## src/rtl/tg_pkg.sv

```systemverilog
package tg_pkg;
   localparam int TG_MAX_W = 16;

   // which guard interval applies, chosen by the current output level
   typedef enum logic {
      TG_WAIT_ON  = 1'b0,
      TG_WAIT_OFF = 1'b1
   } tg_side_e;
endpackage

```

## src/rtl/tg_input_stage.sv

```systemverilog
module tg_input_stage #(
   parameter int IN_SYNC = 0
) (
   input  logic clk,
   input  logic rst_n,
   input  logic d,
   output logic q
);
   generate
      if (IN_SYNC != 0) begin : g_sync
         logic [1:0] sh;
         always_ff @(posedge clk or negedge rst_n) begin
            if (!rst_n) sh <= '0;
            else        sh <= {sh[0], d};
         end
         assign q = sh[1];
      end else begin : g_pass
         logic unused_clk;
         assign unused_clk = clk ^ rst_n;
         assign q = d;
      end
   endgenerate
endmodule

```

## src/rtl/tg_guard_timer.sv

```systemverilog
module tg_guard_timer #(
   parameter int W = 8
) (
   input  logic         clk,
   input  logic         rst_n,
   input  logic         run,
   input  logic         tick,
   input  logic [W-1:0] limit,
   output logic         expire
);
   logic [W-1:0] cnt;

   assign expire = run & tick & (cnt >= limit);

   always_ff @(posedge clk or negedge rst_n) begin
      if (!rst_n)                cnt <= '0;
      else if (!run || expire)   cnt <= '0;
      else if (tick)             cnt <= cnt + 1'b1;
   end
endmodule

```

## src/rtl/tg_steer_reg.sv

```systemverilog
module tg_steer_reg
   import tg_pkg::*;
(
   input  logic     clk,
   input  logic     rst_n,
   input  logic     en,
   input  logic     flip,
   output tg_side_e side,
   output logic     q
);
   always_ff @(posedge clk or negedge rst_n) begin
      if (!rst_n)     q <= 1'b0;
      else if (!en)   q <= 1'b0;
      else if (flip)  q <= ~q;
   end

   assign side = q ? TG_WAIT_OFF : TG_WAIT_ON;
endmodule

```

## src/rtl/tone_guard_qual.sv

```systemverilog
module tone_guard_qual
   import tg_pkg::*;
#(
   parameter int CNT_W   = 8,
   parameter int IN_SYNC = 0
) (
   input  logic             clk,
   input  logic             rst_n,
   input  logic             ms_tick,
   input  logic             raw_det,
   input  logic             det_en,
   input  logic [CNT_W-1:0] present_ms,
   input  logic [CNT_W-1:0] absent_ms,
   output logic             qual_det,
   output logic             guard_busy
);
   generate
      if (CNT_W < 1 || CNT_W > TG_MAX_W) begin : g_bad_w
         $error("tone_guard_qual: CNT_W out of range");
      end
      if (IN_SYNC != 0 && IN_SYNC != 1) begin : g_bad_sync
         $error("tone_guard_qual: IN_SYNC must be 0 or 1");
      end
   endgenerate

   logic             raw_s;
   logic             mismatch;
   logic             expire;
   tg_side_e         side;
   logic [CNT_W-1:0] limit;

   tg_input_stage #(.IN_SYNC(IN_SYNC)) u_in (
      .clk   (clk),
      .rst_n (rst_n),
      .d     (raw_det),
      .q     (raw_s)
   );

   assign mismatch = det_en & (raw_s ^ qual_det);
   assign limit    = (side == TG_WAIT_OFF) ? absent_ms : present_ms;

   tg_guard_timer #(.W(CNT_W)) u_tmr (
      .clk    (clk),
      .rst_n  (rst_n),
      .run    (mismatch),
      .tick   (ms_tick),
      .limit  (limit),
      .expire (expire)
   );

   tg_steer_reg u_st (
      .clk   (clk),
      .rst_n (rst_n),
      .en    (det_en),
      .flip  (expire),
      .side  (side),
      .q     (qual_det)
   );

   assign guard_busy = mismatch;
endmodule

```

## config.mk

```make
export PLATFORM = sky130hd
export DESIGN_NAME = tone_guard_qual
export DESIGN_NICKNAME = d
export VERILOG_FILES = /design/src/rtl/tg_pkg.sv /design/src/rtl/tg_input_stage.sv /design/src/rtl/tg_guard_timer.sv /design/src/rtl/tg_steer_reg.sv /design/src/rtl/tone_guard_qual.sv
export SDC_FILE = /design/constraint.sdc
export NUM_CORES = 1
export LEC_CHECK = 0
export ABC_AREA = 1
export ABC_CLOCK_PERIOD_IN_PS = 1900
export BUFFER_PORTS_ARGS = -buffer_cell sky130_fd_sc_hd__buf_2
export CAP_MARGIN = 0
export CORE_UTILIZATION = 46
export DETAILED_ROUTE_END_ITERATION = 10
export PLACE_DENSITY = 0.79
export SLEW_MARGIN = 20
export SYNTH_ARGS = -nofsm -noshare
export SYNTH_HDL_FRONTEND = slang
export SYNTH_SLANG_ARGS = --single-unit
```

## constraint.sdc

```tcl
create_clock -name clk -period 1.9 [get_ports clk]
set_clock_uncertainty 0.15 [all_clocks]
set_input_delay 0.38 -clock clk [delete_from_list [all_inputs] [get_ports clk]]
set_output_delay 0.38 -clock clk [all_outputs]
set_load 0.005 [all_outputs]
```

## Word-level counts from Yosys, hierarchy flattened

Index checks and enable logic that the tools add are counted.

- Register bits: 9
- Logic and storage cells: 19
- Output and inout port bits: 2

- Multiplexer cells: 6
- Reduce and logical (&&, ||, !) cells: 3
- $add $sub $neg: 1
- Bitwise gates (word level): 5
- Order comparisons: 1
- Equality and inequality tests: 1

Operators by type and width:

| operator | count |
|---|---|
| 8-bit 2-to-1 mux | 3 |
| 8-bit by 1-bit adder with 8-bit output (second input constant) | 1 |
| 8-bit greater-or-equal comparator | 1 |
| 1-bit AND | 3 |
| 1-bit 2-to-1 mux | 3 |
| 2-bit by 1-bit inequality test with 1-bit output (second input constant) | 1 |
| 2-bit nonzero test | 1 |
| 1-bit logical NOT | 1 |
| 1-bit logical OR | 1 |
| 1-bit inverter | 1 |
| 1-bit XOR | 1 |

## Logic depth before layout (Yosys ltp)

Gate-level depths: netlist of the first run.

- Depth in word-level cells: 6
- Gate-level depth with buffers: 14
- Mapped depth without buffers: 14

## Hierarchy

Synthesis of the first run repeated with hierarchy kept, for this count alone.

- Cells, all modules: 126
- Area total of the unflattened synthesis: 834.6 µm²

By module, submodules not included:

| module | area each (µm²) | cells an instance | instances |
|---|---|---|---|
| tg_guard_timer | 653.1 | 90 | 1 |
| tone_guard_qual | 126.4 | 29 | 1 |
| tg_steer_reg | 47.5 | 6 | 1 |
| tg_input_stage | 7.5 | 1 | 1 |

## Worst setup path before layout of the first run

Ideal clock, no wire load.

- Path kind: register to register
- Start: reg u_st.q
- End: reg u_tmr.cnt[2]
- Cell stages (with the launch flop): 10
- Setup slack: 0.066 ns
- Arrival time: 1.612 ns
- Clock period less this slack: 1.834 ns
- Buffers on the path: 1
- Cells stage by stage: dfrtp_1 buf_6 mux2i_1 ha_1 a21o_1 nor2_1 nand3_1 nand2_1 nand2_2 nor2_1

- Longest elaborated chain between the ends: 6
- Elaborated cells between the ends (all ways): 11
- Classes of those cells: 1 x order compare; 3 x mux; 4 x bitwise; 3 x reduce/logical

Ends and longest elaborated chain:

| item | line | text |
|---|---|---|
| start: declaration | tg_steer_reg.sv:9 | `output logic q` |
| start signal: assignment | tg_steer_reg.sv:14 | `else if (flip) q <= ~q;` |
| 1-bit 2-to-1 mux / 1-bit XOR (equally long branches) | tg_steer_reg.sv:17, tone_guard_qual.sv:39 |  |
| 8-bit 2-to-1 mux / 1-bit AND (equally long branches) | tone_guard_qual.sv:40, tone_guard_qual.sv:39 |  |
| 8-bit greater-or-equal comparator / 1-bit AND (equally long branches) | tg_guard_timer.sv:13 | `assign expire = run & tick & (cnt >= limit);` |
| 1-bit AND | tg_guard_timer.sv:13 |  |
| 1-bit logical OR * | tg_guard_timer.sv:17 | `else if (!run \|\| expire) cnt <= '0;` |
| 8-bit 2-to-1 mux / 2-bit nonzero test (equally long branches) | n/a |  |
| end signal: assignment | tg_guard_timer.sv:18 | `else if (tick) cnt <= cnt + 1'b1;` |
| end: declaration | tg_guard_timer.sv:11 | `logic [W-1:0] cnt;` |

Mark *: on every way between the ends. The rest lies on a longest branch, timed or not.
A chain may end at the register's enable or synchronous reset.

## Worst setup path in the final report of the first run

- Start: reg u_st.q
- End: reg u_tmr.cnt[3]

The elaborated chain is that of the path after synthesis.

==> key figures, run 1 <==
Critical path
  – R2R cell count: 10
  – Critical Path RT: around 1900 ps
  – Flop2flop setup slack: -30 ps
  – CP arrival: 1930 ps
  – Critical Path Start: u_st.q$_DFFE_PN0P_
  – R2R Path Start: u_st.q$_DFFE_PN0P_
  – CP Max Fanout: 6
  – Startpoint class of the critical path: flop
  – R2R Path End: u_tmr.cnt[3]$_DFFE_PN0P_
  – Crit path kind: reg2reg
  – Crit end category: flop

Placement
  – Detailed placer's ending HPWL: 1.41 mm
  – DP Worst Slack: -104 ps
  – PortBufs: 22
  – Placed cell count: 153
  – Routability cong.: 0.824
  – Placed inst area: 975 µm²

Power
  – Clock network power share: 0.357
  – Pleak: ~0.54 nW
  – Pint: 0.309 mW
  – Net switching power: between 0.1 and 0.15 mW
  – Design Power: ~0.42 mW
  – Sequential share of power: 0.466
  – Combinational power share: 0.176
  – Max VDD drop: ~350 µV
  – Pwr Density: approximately 390 mW/mm²
  – Switching share of power: 0.261

STA
  – Final Max Slew Viols: 0
  – Setup-failing EPs final: 9
  – Period utilization: 1.02
  – Period minus WS final: a little under 2000 ps
  – Fmax: 518 MHz
  – RSZ-0062 raised after global routing: yes
  – Final Hold Fails: 0
  – Tightest Pin Transition: a little over 200 ps
  – Final worst slack: -28.8 ps
  – Slew HR: 0.862
  – Hold Slack: ~280 ps

Logic synthesis
  – Top_reg_cell synth: dfrtp_1
  – Async set or reset register ratio after synthesis: 1.00
  – Library cells used by synthesis: 22
  – Cell taking the most area after synthesis: dfrtp_1
  – Cells after Synth: ~110
  – Synthesis Warnings: 0
  – Synth cell count leaders: nand2_1, inv_1, nor2_1, dfrtp_1, ha_1
  – Post-synthesis sequential element count: 9
  – Synth top area share: 0.274
  – Syn nets: 135
  – Netlist Area Pre-Place: 823 µm²
  – Syn avg cell area: between 7 and 8 µm²
  – Top-count cell post-synth: nand2_1
  – Number of synthesized flops with an enable pin: 0
  – Synth area leaders: dfrtp_1, ha_1, nand2_1
  – Post-synthesis sequential area ratio: 0.274

Layout
  – Layout Cell Area excl Fill: approximately 0.0011 mm²
  – NumNets Final: around 170
  – Ant. Diodes: 0
  – Post-route insts no fill: approximately 160
  – Layout cell share with drive strength beyond 1: 0.370
  – # fillers: approximately 140
  – Synth-to-layout area growth: 29.3%

Floorplan
  – Total core area: around 0.0016 mm²
  – DIE AREA: roughly 0.0020 mm²
  – IO Pins: 23
  – Row count: 14
  – Chip Height: about 44 µm
  – Initial Utilization: 0.516
  – Die Width: around 44 µm

Routing
  – DR pass1 iterations: 4
  – Wirelength, routed: roughly 1.7 mm
  – Vias per cell: approximately 4.8
  – Routed WL per cell: 10.6 µm
  – Via count: 770
  – DRT iter0 DRCs: 6
  – ANT nets after route: 0
  – Post-route DRC: 0

Hold path
  – Type of the worst min-delay path: in2reg
  – Worst hold path cell count: 3
  – Hold wc startpoint: det_en
  – Hold EP: u_st.q$_DFFE_PN0P_

Clock tree
  – Clock transition at path regs: 60 ps
  – CTS Buf Count: 3
  – H-tree depth: 1
  – Clk sinks: 9
  – Root buffer cell: clkbuf_4
  – Clock tree buffer depth: 2
  – Clock tree from TritonCTS: yes
  – Worst skew pair latency: around 260 ps

Global route
  – First-pass GRT wire length: ~2.9 mm
  – GRT overflow: 0
  – GRT Util Overall: 0.198
  – Pin count of the biggest net entering global routing: 10
  – Vias in the first global route: 750
  – Initial antenna violation count: 0

Flow run
  – # Max-Cap Violations: 0

Run status
  – Violated checks: negative setup slack
  – Status: complete, but fails checks
==> flip-flops by register name, summed over array words and instances, names as in the netlist <==
name and flops:
u_tmr.cnt 8, u_st.q 1
==> power groups by stage <==
stage / Sequential [mW] / Combinational, mW / Clock (mW)
floorplan: 0.198 / 0.0324 / 0
finish: 0.195 / 0.0737 / 0.149
global route: 0.195 / 0.0832 / 0.160
CTS: 0.195 / 0.0706 / 0.154
detailed placement: 0.198 / 0.0661 / 0
global placement: 0.198 / 0.0629 / 0
==> final cells by class <==
class / instances / area, µm² / area share
Clock buffer: 4 / 26.3 / 0.0247
Inverter: 15 / 56.3 / 0.0529
Multi-Input combinational cell: 80 / 569 / 0.535
Sequential cell: 9 / 225 / 0.212
Tap cell: 24 / 30.0 / 0.0282
Timing Repair Buffer: 27 / 158 / 0.148
==> cell families (layout without fill, tap and decap cells) <==
kind of cell | count (synthesis) | in the layout | synth area share
buffers and inverters | 16 | 46 | 0.0821
AO/OA/AOI/OAI | 8 | 8 | 0.0684
XOR/XNOR | 1 | 1 | 0.0106
adder cells (fa/ha/maj) | 9 | 9 | 0.137
AND/OR/NAND/NOR | 54 | 54 | 0.331
flip-flops | 9 | 9 | 0.274
multiplexers | 8 | 8 | 0.0973
==> worst max-delay path by stage <==
stage,to,slack (ps),cells past startpoint
after detailed placement,u_tmr.cnt[7]$_DFFE_PN0P_,-100,10
after floorplan,u_tmr.cnt[2]$_DFFE_PN0P_,70,9
after global routing,u_tmr.cnt[1]$_DFFE_PN0P_,-160,8
after global placement,u_tmr.cnt[7]$_DFFE_PN0P_,30,10
final,u_tmr.cnt[3]$_DFFE_PN0P_,-30,10
after CTS,u_tmr.cnt[3]$_DFFE_PN0P_,-30,10
==> what timing repair did <==
action	4_1_cts	5_1_grt
hold endpoints to repair	9	0
setup buffers	0	1
endpoints found under the setup margin	8	10
resized for setup	10	4
hold buffers	1	0
pin swaps	6	7
==> routing by layer <==
metal | GRT usage | part of all wire | vias up
met5 | 0 | 0 | -
met4 | 0.0667 | 0.012 | 0
met3 | 0.0367 | 0.035 | 4
met2 | 0.379 | 0.54 | 15
met1 | 0.216 | 0.42 | 346
li1 | - | - | 405
==> metrics by stage <==
stage                      util  setup TNS [ps]
final                     0.668            -164
after global routing      0.668           -1180
after CTS                 0.655            -164
after detailed placement  0.611            -624
after global placement    0.611               0
after floorplan               -               0
==> critical path: stages, from the launching register on <==
cell	delay, ps
dfrtp_1	410
buf_6	150
mux2i_1	110
ha_1	310
nand2_2	70
nor2_4	120
nand4_1	140
nand3_2	130
nand2_2	80
nand2_4	100
nor2_1	50
==> placed cells by master, fill, tap and decap left out, types with 3 or more instances in the layout <==
master    synthesis  final
nand2_4           2      3
nand2_1          25     21
ha_1              9      9
buf_2             0     22
nand3_1           5      3
dfrtp_1           9      9
clkbuf_4          0      3
inv_1            14     13
nor2_2            2      3
mux2i_1           8      7
nand4_1           4      4
nor2_1           13     11
nand2_2           1      4
Power figures use the tool's default switching activity.
==> run 2, diff against run 1 <==
--- a/config.mk
+++ b/config.mk
@@ -5,13 +5,12 @@
 export SDC_FILE = /design/constraint.sdc
 export NUM_CORES = 1
 export LEC_CHECK = 0
-export ABC_AREA = 1
 export ABC_CLOCK_PERIOD_IN_PS = 1900
-export BUFFER_PORTS_ARGS = -buffer_cell sky130_fd_sc_hd__buf_2
+export BUFFER_PORTS_ARGS = -buffer_cell sky130_fd_sc_hd__clkbuf_2
 export CAP_MARGIN = 0
-export CORE_UTILIZATION = 46
+export CORE_UTILIZATION = 45
 export DETAILED_ROUTE_END_ITERATION = 10
-export PLACE_DENSITY = 0.79
+export PLACE_DENSITY = 0.78
 export SLEW_MARGIN = 20
 export SYNTH_ARGS = -nofsm -noshare
 export SYNTH_HDL_FRONTEND = slang
==> key figures, run 2 <==
Clock tree
  – H-tree depth: 1 (unchanged)
  – Clock transition at path regs: 60 ps (about the same)
  – Clock tree buffer depth: 2 (unchanged)
  – Clock tree from TritonCTS: yes
  – Root buffer cell: clkbuf_4
  – Worst skew pair latency: 270 ps (about the same)
  – CTS Buf Count: 3 (unchanged)
  – Clk sinks: 9 (unchanged)

Layout
  – NumNets Final: 155 (-6.6%)
  – Largest register by flop count: u_tmr.cnt
  – Most frequent cells in the layout: clkbuf_2, nand2_1, dfrtp_1
  – # fillers: 135 (-4.9%)
  – Synth-to-layout area growth: 39.4%
  – Commonest non-fill, non-tap cell in the layout: clkbuf_2
  – Layout cell share with drive strength beyond 1: 0.403 (+0.0329)
  – Ant. Diodes: 0 (unchanged)
  – Util after Layout: 0.698 (+0.0303)
  – Max reg flops: 8 (unchanged)
  – Biggest registers after layout: u_tmr.cnt (8), u_st.q (1)

Critical path
  – Crit-path slowest cell: dfrtp_1
  – CP bufs+invs: 2 (+1)
  – CP delay by family, top: compound AO/OA/AOI/OAI gates
  – Cell mode on critical path: buf_6
  – Crit path depth: 9 (-1)
  – CP peak stage delay: 420 ps (about the same)
  – R2R cell count: 9 (-1)
  – Startpoint class of the critical path: flop
  – CP Max Fanout: 7 (+1)
  – Crit path kind: reg2reg
  – Critical Path RT: 1940 ps (+40 ps)
  – CP cell instances: buf_6 -> mux2_4 -> ha_4 -> nor2b_4 -> o21ai_2 -> a211oi_4 -> buf_6 -> nand4b_1 -> a31oi_1
  – CP arrival: 2260 ps (+330 ps)
  – Crit end category: flop

Power
  – Combinational power share: 0.188 (+0.012)
  – Switching share of power: 0.263 (+0.00141)
  – Design Power: 0.426 mW (+2.0%)
  – Clock network power share: 0.357 (about the same)
  – Pwr Density: 391 mW/mm² (-0.22%)
  – Pleak: 0.507 nW (-5.9%)
  – Pint: 0.314 mW (+1.8%)
  – Net switching power: 0.112 mW (+2.6%)
  – Sequential share of power: 0.455 (-0.011)
  – Max VDD drop: 467 µV (+34%)

Logic synthesis
  – Synth area leaders: dfrtp_1, ha_1, mux2i_1
  – Synth cell count leaders: nand2_1, dfrtp_1, ha_1, nand3_1, mux2i_1
  – Syn nets: 118 (-13%)
  – Cell taking the most area after synthesis: dfrtp_1
  – Top-count cell post-synth: nand2_1
  – Syn avg cell area: 8.87 µm² (+13%)
  – Library cells used by synthesis: 28 (+27%)
  – Post-synthesis sequential area ratio: 0.288 (+0.0149)
  – Async set or reset register ratio after synthesis: 1.00 (unchanged)
  – Post-synthesis sequential element count: 9 (unchanged)
  – Netlist Area Pre-Place: 781 µm² (-5.2%)
  – Synthesis Warnings: 0 (unchanged)
  – Number of synthesized flops with an enable pin: 0 (unchanged)
  – Synth top area share: 0.288 (+0.0149)
  – Cells after Synth: 88 (-16%)
  – Top_reg_cell synth: dfrtp_1

STA
  – Final Hold Fails: 0 (unchanged)
  – RSZ-0062 raised after global routing: yes
  – Final Max Slew Viols: 0 (unchanged)
  – Setup-failing EPs final: 10 (+1)
  – Slew HR: 0.758 (-0.104)
  – Period minus WS final: 2220 ps (+291 ps)
  – Fmax: 450 MHz (-13%)
  – Hold Slack: 224 ps (-54.0 ps)
  – Final worst slack: -320 ps (-291 ps)
  – Tightest Pin Transition: 354 ps (+147 ps)
  – Period utilization: 1.17 (+0.153)

Floorplan
  – Chip Height: 43.7 µm (-1.5%)
  – DIE AREA: 0.00191 mm² (-2.9%)
  – Total core area: 0.00156 mm² (-2.2%)
  – Initial Utilization: 0.501 (-0.0157)
  – Die Width: 43.7 µm (-1.5%)
  – IO Pins: 23 (unchanged)
  – Row count: 14 (unchanged)

Routing
  – Wirelength, routed: 2.04 mm (+21%)
  – Via count: 820 (+6.5%)
  – Vias per cell: 5.86 (+21%)
  – DRT iter0 DRCs: 19 (+13)
  – DR pass1 iterations: 7 (+3)
  – Post-route DRC: 4 (+4)
  – ANT nets after route: 0 (unchanged)
  – Routed WL per cell: 14.6 µm (+37%)

Placement
  – PortBufs: 22 (unchanged)
  – DP Worst Slack: -355 ps (-251 ps)
  – Detailed placer's ending HPWL: 1.55 mm (+10%)
  – Routability cong.: 0.789 (-4.3%)

Global route
  – First-pass GRT wire length: 3.47 mm (+21%)
  – GRT overflow: 0 (unchanged)
  – Vias in the first global route: 822 (+9.6%)
  – Pin count of the biggest net entering global routing: 12 (+2)
  – Initial antenna violation count: 0 (unchanged)
  – GRT Util Overall: 0.253 (+0.0548)

Run status
  – Violated checks: design-rule violations, negative setup slack
  – Status: complete, but fails checks

Flow run
  – # Max-Cap Violations: 0 (unchanged)

Hold path
  – Worst hold path cell count: 2 (-1)
  – Type of the worst min-delay path: in2reg
[run 2: cell count changes in the layout (fill, tap and decap cells not counted), sizes merged, moves of 4 or more]
| cell | change |
|---|---|
| nand4 | -5 |
| a31oi | +4 |
| buf | -13 |
| nand2 | -17 |
| clkbuf | +22 |
| inv | -12 |
| nor2 | -12 |
[run 2: power groups by stage]
stage | Clock [mW] | Sequential [mW] | Combinational, mW
after floorplan | 0 | 0.198 | 0.0344
after global placement | 0 | 0.197 | 0.0689
after detailed placement | 0 | 0.197 | 0.0721
after CTS | 0.158 | 0.194 | 0.0771
after global routing | 0.164 | 0.194 | 0.0887
final | 0.152 | 0.194 | 0.0800
[run 2: worst paths after layout]
check,slack [ps],to,startpoint
worst min-delay path,220,u_st.q$_DFFE_PN0P_,det_en
max in group asynchronous,1050,u_st.q$_DFFE_PN0P_,rst_n
worst max register to register,-320,u_tmr.cnt[2]$_DFFE_PN0P_,u_st.q$_DFFE_PN0P_
worst max-delay path,-320,u_tmr.cnt[2]$_DFFE_PN0P_,u_st.q$_DFFE_PN0P_
worst min register to register,470,u_tmr.cnt[4]$_DFFE_PN0P_,u_tmr.cnt[4]$_DFFE_PN0P_
min in group asynchronous,350,u_tmr.cnt[5]$_DFFE_PN0P_,rst_n
[run 2: cell type report]
| type | count | area [µm²] | share of cell area |
|---|---|---|---|
| clock buffers | 4 | 26.3 | 0.0241 |
| inverters | 3 | 11.3 | 0.0103 |
| multi-input cells | 72 | 569 | 0.523 |
| flip-flops and latches | 9 | 225 | 0.207 |
| well taps | 16 | 20.0 | 0.0184 |
| repair buffers | 36 | 236 | 0.217 |
[run 2: layer usage]
metal / wire length (µm) / vias up / global-route usage
li1: - / 399 / -
met1: 889 / 394 / 0.306
met2: 1020 / 22 / 0.442
met3: 88 / 5 / 0.0125
met4: 46 / 0 / 0.150
met5: 0 / - / 0
[run 2: through the flow]
stage	area (µm²)	TNS (ps)	instances
final	1090	-2440	140
after global routing	1090	-3730	140
after CTS	1100	-2860	141
after detailed placement	1000	-2790	133
after global placement	1000	-2240	133
after floorplan	808	-2020	88
[run 2: logic make-up after synthesis]
kind of cell | share of synthesized area
buffers and inverters | 0.0449
adder cells (fa/ha/maj) | 0.144
multiplexers | 0.104
XOR/XNOR | 0.0112
AND/OR/NAND/NOR | 0.234
AO/OA/AOI/OAI | 0.173
flip-flops | 0.288
[run 2: what timing repair did]
| action | CTS | global route |
|---|---|---|
| resized for setup | 5 | 10 |
| endpoints found under the hold margin | 9 | 0 |
| setup buffers | 2 | 2 |
| hold buffers | 1 | 0 |
| endpoints found under the setup margin | 10 | 10 |
| pin swaps | 4 | 10 |
| cloned | 1 | 0 |
